--- config.mk ---
export PLATFORM = sky130hd
export DESIGN_NAME = bcg_branch_gate
export DESIGN_NICKNAME = d
export VERILOG_FILES = /design/src/rtl/bcg_pkg.sv /design/src/rtl/bcg_phase.sv /design/src/rtl/bcg_regport.sv /design/src/rtl/bcg_branch.sv /design/src/rtl/bcg_branch_gate.sv
export SDC_FILE = /design/constraint.sdc
export NUM_CORES = 1
export LEC_CHECK = 0
export BUFFER_PORTS_ARGS = -buffer_cell sky130_fd_sc_hd__buf_2
export CAP_MARGIN = 20
export CORE_ASPECT_RATIO = 1.75
export CORE_MARGIN = 5
export CORE_UTILIZATION = 45
export CTS_CLUSTER_DIAMETER = 60
export CTS_CLUSTER_SIZE = 10
export DETAILED_ROUTE_END_ITERATION = 12
export PLACE_DENSITY = 0.75
export SYNTH_ARGS = -nofsm -noshare
export SYNTH_HDL_FRONTEND = slang
export SYNTH_SLANG_ARGS = --single-unit
--- constraint.sdc ---
create_clock -name clk -period 2.1 [get_ports clk]
set_input_delay 0.42 -clock clk [delete_from_list [all_inputs] [get_ports clk]]
set_output_delay 0.42 -clock clk [all_outputs]
set_load 0.02 [all_outputs]
--- src/rtl/bcg_pkg.sv ---
package bcg_pkg;

    localparam int WORD_W   = 32;
    localparam int RUN_BIT  = 0;
    localparam int AUTO_BIT = 1;
    localparam int DREQ_BIT = 5;
    localparam int DSTA_BIT = 27;

    localparam logic [WORD_W-1:0] RD_MASK =
        (WORD_W'(1) << RUN_BIT) | (WORD_W'(1) << AUTO_BIT) | (WORD_W'(1) << DSTA_BIT);

    typedef struct packed {
        logic div_stat;
        logic div_req;
        logic auto_gate;
        logic run;
    } branch_cfg_t;

    function automatic logic [WORD_W-1:0] cfg_to_word(branch_cfg_t c);
        logic [WORD_W-1:0] w;
        w           = '0;
        w[RUN_BIT]  = c.run;
        w[AUTO_BIT] = c.auto_gate;
        w[DSTA_BIT] = c.div_stat;
        return w;
    endfunction

endpackage

--- src/rtl/bcg_phase.sv ---
module bcg_phase (
    input  logic clk,
    input  logic rst,
    output logic phase
);
    // phase is 1 after odd-numbered edges, 0 after even-numbered edges
    always_ff @(posedge clk) begin
        if (rst) phase <= 1'b0;
        else     phase <= ~phase;
    end
endmodule

--- src/rtl/bcg_regport.sv ---
module bcg_regport
    import bcg_pkg::*;
#(
    parameter int NUM_BR = 8,
    parameter int ADDR_W = 3
) (
    input  logic                     reg_we,
    input  logic [ADDR_W-1:0]        reg_addr,
    input  branch_cfg_t [NUM_BR-1:0] cfg,
    output logic [NUM_BR-1:0]        we_vec,
    output logic [WORD_W-1:0]        reg_rdata
);
    always_comb begin
        we_vec    = '0;
        reg_rdata = '0;
        for (int i = 0; i < NUM_BR; i++) begin
            if (reg_addr == ADDR_W'(i)) begin
                we_vec[i] = reg_we;
                reg_rdata = cfg_to_word(cfg[i]);
            end
        end
    end
endmodule

--- src/rtl/bcg_branch.sv ---
module bcg_branch
    import bcg_pkg::*;
#(
    parameter bit DIV_CAP      = 1'b0,
    parameter bit RUN_AT_RESET = 1'b0
) (
    input  logic              clk,
    input  logic              rst,
    input  logic              we,
    input  logic [WORD_W-1:0] wdata,
    input  logic              bus_idle,
    input  logic              phase,
    output branch_cfg_t       cfg,
    output logic              en
);
    logic unused_w;
    assign unused_w = ^wdata;

    branch_cfg_t cfg_n;
    logic        live, live_n, on_n;

    always_comb begin
        cfg_n.run       = we ? wdata[RUN_BIT]  : cfg.run;
        cfg_n.auto_gate = we ? wdata[AUTO_BIT] : cfg.auto_gate;
    end

    generate
        if (DIV_CAP) begin : g_div
            always_comb begin
                cfg_n.div_req  = we ? wdata[DREQ_BIT] : cfg.div_req;
                // status only moves on the edge that begins an even cycle
                cfg_n.div_stat = phase ? cfg_n.div_req : cfg.div_stat;
            end
        end else begin : g_nodiv
            always_comb begin
                cfg_n.div_req  = 1'b0;
                cfg_n.div_stat = 1'b0;
            end
        end
    endgenerate

    always_comb begin
        if (cfg_n.run)                         live_n = 1'b1;
        else if (cfg_n.auto_gate && bus_idle)  live_n = 1'b0;
        else                                   live_n = live;
        on_n = live_n && !(cfg_n.run && cfg_n.auto_gate && bus_idle);
    end

    always_ff @(posedge clk) begin
        if (rst) begin
            cfg.run       <= RUN_AT_RESET;
            cfg.auto_gate <= 1'b0;
            cfg.div_req   <= 1'b0;
            cfg.div_stat  <= 1'b0;
            live          <= RUN_AT_RESET;
            en            <= 1'b0;
        end else begin
            cfg  <= cfg_n;
            live <= live_n;
            en   <= on_n && (!cfg_n.div_stat || phase);
        end
    end
endmodule

--- src/rtl/bcg_branch_gate.sv ---
module bcg_branch_gate
    import bcg_pkg::*;
#(
    parameter int                NUM_BR       = 8,
    parameter logic [NUM_BR-1:0] DIV_MASK     = 8'hF0,
    parameter logic [NUM_BR-1:0] RUN_AT_RESET = 8'h03,
    localparam int               ADDR_W       = (NUM_BR > 1) ? $clog2(NUM_BR) : 1
) (
    input  logic              clk,
    input  logic              rst,
    input  logic              reg_we,
    input  logic [ADDR_W-1:0] reg_addr,
    input  logic [WORD_W-1:0] reg_wdata,
    output logic [WORD_W-1:0] reg_rdata,
    input  logic [NUM_BR-1:0] bus_idle,
    output logic [NUM_BR-1:0] br_en
);
    logic                     phase;
    logic [NUM_BR-1:0]        we_vec;
    logic [NUM_BR-1:0]        div_stat_vec;
    branch_cfg_t [NUM_BR-1:0] cfg;

    bcg_phase i_phase (.clk(clk), .rst(rst), .phase(phase));

    bcg_regport #(.NUM_BR(NUM_BR), .ADDR_W(ADDR_W)) i_regport (
        .reg_we   (reg_we),
        .reg_addr (reg_addr),
        .cfg      (cfg),
        .we_vec   (we_vec),
        .reg_rdata(reg_rdata)
    );

    for (genvar i = 0; i < NUM_BR; i++) begin : g_br
        bcg_branch #(.DIV_CAP(DIV_MASK[i]), .RUN_AT_RESET(RUN_AT_RESET[i])) i_branch (
            .clk     (clk),
            .rst     (rst),
            .we      (we_vec[i]),
            .wdata   (reg_wdata),
            .bus_idle(bus_idle[i]),
            .phase   (phase),
            .cfg     (cfg[i]),
            .en      (br_en[i])
        );
        assign div_stat_vec[i] = cfg[i].div_stat;
    end
endmodule

== Word-level counts from Yosys, hierarchy flattened ==
Index checks and enable logic that the tools add are counted.

* Equality and inequality tests: 7
* Reduce and logical (&&, ||, !) cells: 53
* Multiplexer cells: 56
* Multipliers: 0
* Bitwise operators: 1
* Magnitude comparators: 0
* Add/sub/neg operators: 0
* Div/mod/pow operators: 0
* Shift-type cells: 0

{| class="wikitable"
|+ Operators by type and width
! cell !! number
|-
| 2-to-1 mux 28 bit || 8
|-
| 2-to-1 mux 1 bit || 48
|-
| logical AND 1 bit || 36
|-
| == test 3 bit, second input constant || 4
|-
| logical NOT 1 bit || 12
|-
| == test 3 x 2 -> 1 bit, second input constant || 2
|-
| logical OR 1 bit || 4
|-
| == test 3 x 1 -> 1 bit, second input constant || 1
|-
| logical NOT 3 bit || 1
|-
| NOT 1 bit || 1
|}

* Latch bits: 0
* Memories kept: 0
* Bits in writable memories: 0
* Input bits: 46
* Output and inout port bits: 40
* Register bits: 41
* Word-level logic and storage cells: 158
* Memory bits (read-only): 0

== Depth between registers and ports, before layout ==
* Depth in word-level cells: 9
* Mapped depth: 5
* Mapped depth without buffers: 3

== Hierarchy ==
Synthesis repeated with hierarchy kept, for this count alone.

* Cell total of the unflattened synthesis: 227
* Area total of the unflattened synthesis: 2080.7 sq um

{| class="wikitable"
|+ By module, submodules not included
! module !! times used !! area an instance (sq um) !! seq. area each (sq um) !! cells an instance
|-
| bcg_branch at g_br[4].i_branch ... || 4 || 215.2 || 120.1 || 20
|-
| bcg_regport || 1 || 553.0 || 0.0 || 83
|-
| bcg_branch at g_br[2].i_branch ... || 2 || 163.9 || 80.1 || 15
|-
| bcg_branch at g_br[0].i_branch ... || 2 || 157.7 || 80.1 || 16
|-
| bcg_phase || 1 || 23.8 || 20.0 || 2
|}

== Least setup slack after synthesis ==
No wires, ideal clock.

* Path type: input -> output
* From: in reg_addr[0]
* To: out reg_rdata[1]
* Required time: 1680 ps
* Cell stages on the path: 3
* Buffers on the path: 1
* Arrival: 1379 ps
* Path slack: 301 ps
* Cells stage by stage: buf_6 -> mux4_2 -> mux2_2

* Longest elaborated chain between the ends: 9
* Elaborated cells between the ends (all ways): 16
* Those cells by class: eq/ne: 7; mux: 8; reduce/logical: 1

{| class="wikitable"
|+ Ends and longest elaborated chain
! element !! RTL line !! text
|-
| start, declared || bcg_branch_gate.sv:12 || <nowiki>input logic [ADDR_W-1:0] reg_addr,</nowiki>
|-
| logical NOT 3 bit || bcg_regport.sv:17 || <nowiki>if (reg_addr == ADDR_W'(i)) begin</nowiki>
|-
| 2-to-1 mux 28 bit (7 in a row) || bcg_regport.sv:17 ||
|-
| 2-to-1 mux 28 bit * || bcg_regport.sv:17 ||
|-
| end, declared || bcg_branch_gate.sv:14 || <nowiki>output logic [WORD_W-1:0] reg_rdata,</nowiki>
|}

Every way passes the cells marked *; elsewhere a longest branch is shown, timed or not.

== Worst setup path after layout ==
* From: in reg_addr[0]
* To: out reg_rdata[0]

The elaborated chain is that of the path after synthesis.

==> results_dict.tcl <==
set metrics [dict create \
    cts_buffer_depth 2 \
    hold_viol 0 \
    fin_skew_ns 0.00555 \
    initial_core_util_pct 45.9 \
    num_antenna_cells 0 \
    path_class "input port to primary output" \
    cts.repair.resized 0 \
    max_cap_viol_count 0 \
    worstPathRequired_ns 1.68 \
    final_cells 285 \
    synth_top_family_by_area "multiplexers" \
    synth_warnings 0 \
    ys_seq_area_share_pct 38.3 \
    clockRootBuffer "clkbuf_8" \
    holdPathStages 3 \
    synth_cell_types 27 \
    drv_slew 0 \
    ioPinCount 86 \
    area_delta_synth_final_pct 4.21 \
    dp_cells 277 \
    power_uw 1690 \
    synth_xor_area_share_pct 0 \
    min-delay-start "reg_wdata[5]" \
    postCtsSetupRepairBufs 0 \
    drtIter0Drc 30 \
    grt_start_max_net_pins 38 \
    dr.pass1.iters 4 \
    post-route-period-util_pct 97.3 \
    cp.arrival_ns 1.62 \
    die_y_um 101 \
    dpl.hpwl_mm 2.89 \
    cts_tree "done" \
    cts_hold_buffers 0 \
    gp_congestion 0.797 \
    grt.total_usage_pct 13.1 \
    cp-start-kind "input port" \
    regToRegStartpoint "i_phase.phase" \
    final_cell_mix "dfxtp_1 (41), conb_1 (29), mux2i_1 (28)" \
    hold-path-endpoint "g_br[6].i_branch.cfg[2]" \
    placementRows 33 \
    min_path_type "input port to flip-flop" \
    nNetsFinal 278 \
    die_x_um 62.2 \
    synthAdderAreaFrac_pct 0 \
    worstSetupEndpointType "primary output" \
    avgSynthCellArea_sq_um 9.92 \
    tns_ns 0 \
    vdd_drop_max_mv 0.454 \
    portBuffers 27 \
    wire_per_inst_um 13.7 \
    wirelength_mm 3.90 \
    clk_latency_ns 0.29 \
    cts_sinks 41 \
    via_count 1431 \
    r2r_end "g_br[6].i_branch.en" \
    syn_area_sq_mm 0.00214 \
    grt_pass1_vias 1379 \
    h-tree-depth 2 \
    cp-startpoint "reg_addr[0]" \
    antenna_found_initial 0 \
    ff2ff_path_depth 2 \
    setup_viol 0 \
    path_max_fanout 8 \
    p_leak_uw 0.00102 \
    die_area_sq_mm 0.00629 \
    crit_chain "buf_2 > mux4_2 > mux2_2 > buf_2" \
    drive_above_1_share_pct 24.0 \
    grt_pass1_wl_mm 6.56 \
    synth_seq_cells 41 \
    synth_compound_gate_area_share_pct 8.29 \
    cpMostUsedCell "buf_2" \
    clkSlewWorstSetupHoldPaths_ns 0.07 \
    rsz0062_at_grt "false" \
    critical_path.top_delay_family "multiplexers" \
    netlist_instances 216 \
    timing.fmax_ghz 0.489 \
    drcViolationCount 0 \
    cp_num_buf_inv 2 \
    synthMuxAreaShare_pct 19.4 \
    mostFrequentLayoutCell "dfxtp_1" \
    cp_slowest_cell "mux4_2" \
    core-area_sq_mm 0.00467 \
    drtAntennaViolNets 0 \
    viasPerCell 5.02 \
    yosys.area_share.simple_pct 15.4 \
    fin_crit_ns 2.04 \
    status "complete, no violations" \
    crit_cells 4 \
    slowest_delay_ns 0.54 \
    grt_overflow 0 \
    power_density_mw_per_mm2 756 \
    numCtsBuffers 5 \
    rrSetupSlack_ns 1.00 \
]
worst max path at each step:
stage | slack [ns] | end
finish | 0.06 | reg_rdata[0]
global route | 0.02 | reg_rdata[0]
CTS | 0.03 | reg_rdata[0]
detailed placement | 0.03 | reg_rdata[0]
global placement | 0.04 | reg_rdata[0]
floorplan | 0.30 | reg_rdata[1]
power breakdown:
part	total, uW	internal, uW	leakage [uW]	switching (uW)
Clock	650	387	0.0000585	262
Combinational	215	71.0	0.000632	144
Sequential	821	804	0.000334	16.9
Total	1690	1260	0.00102	423
registers in the layout, indices dropped and copies added, names as in the netlist:
| signal | cells |
|---|---|
| g_br.i_branch.cfg | 24 |
| g_br.i_branch.en | 8 |
| g_br.i_branch.live | 8 |
| i_phase.phase | 1 |
worst register-to-register path: stages (launching register included):
cell       delay [ns]
dfxtp_1          0.58
nor2b_1          0.11
a2111oi_2        0.31
metal layers:
layer / vias up / part of all wire (%) / global-route usage (%)
met3: 8 / 7.6 / 4.22
li1: 701 / - / -
met4: 0 / 2.9 / 7.85
met1: 667 / 37 / 13.3
met2: 55 / 52 / 23.0
met5: - / 0 / 0
stage by stage:
stage                     util, %  setup slack [ns]  hold WS (ns)  area, sq um
final                        47.8            0.0565         0.458         2230
after global routing         47.8            0.0170         0.485         2230
after CTS                    47.8            0.0286         0.457         2230
after detailed placement     45.3            0.0314         0.451         2120
after global placement       45.3            0.0366         0.442         2120
after floorplan                 -             0.301         0.434         2250
synth_stat cells:
cell type  number  area [sq um]
and2_1          1          6.26
conb_1          1          3.75
mux2_2          2          22.5
mux4_2          5           113
nor4b_4         1          23.8
nand4b_1        1          8.76
buf_6           4          45.0
clkinv_1        1          3.75
and4bb_2        2          25.0
a2111oi_2       4          60.1
and4bb_1        1          12.5
inv_1           8          30.0
buf_2           1          5.00
nand4b_4        1          23.8
nor2_1         23          86.3
nor2b_1         4          25.0
clkbuf_1        7          26.3
nand4b_2        1          15.0
a211oi_1        7          52.6
o22ai_1         6          37.5
o211ai_1        2          15.0
nand4_2         1          12.5
mux2i_1        28           280
buf_4          38           285
dfxtp_1        41           821
nand2_1        24          90.1
a211oi_2        1          12.5
area by class of cell:
| class | instances | area, sq um |
|---|---|---|
| Inverter | 9 | 33.8 |
| Tap cell | 52 | 65.1 |
| Fill cell | 454 | 2430 |
| Clock inverter | 1 | 30.0 |
| Clock buffer | 7 | 86.3 |
| Multi-Input combinational cell | 144 | 1030 |
| Timing Repair Buffer | 31 | 165 |
| Sequential cell | 41 | 821 |
cell families (layout without fill, tap and decap cells):
group,count (synthesis),in the layout
DFF,41,41
AOI/OAI and AO/OA,20,20
muxes,35,35
buffers and inverters,59,48
other,1,29
and+or+nand+nor,60,60
Power figures use the tool's default switching activity.
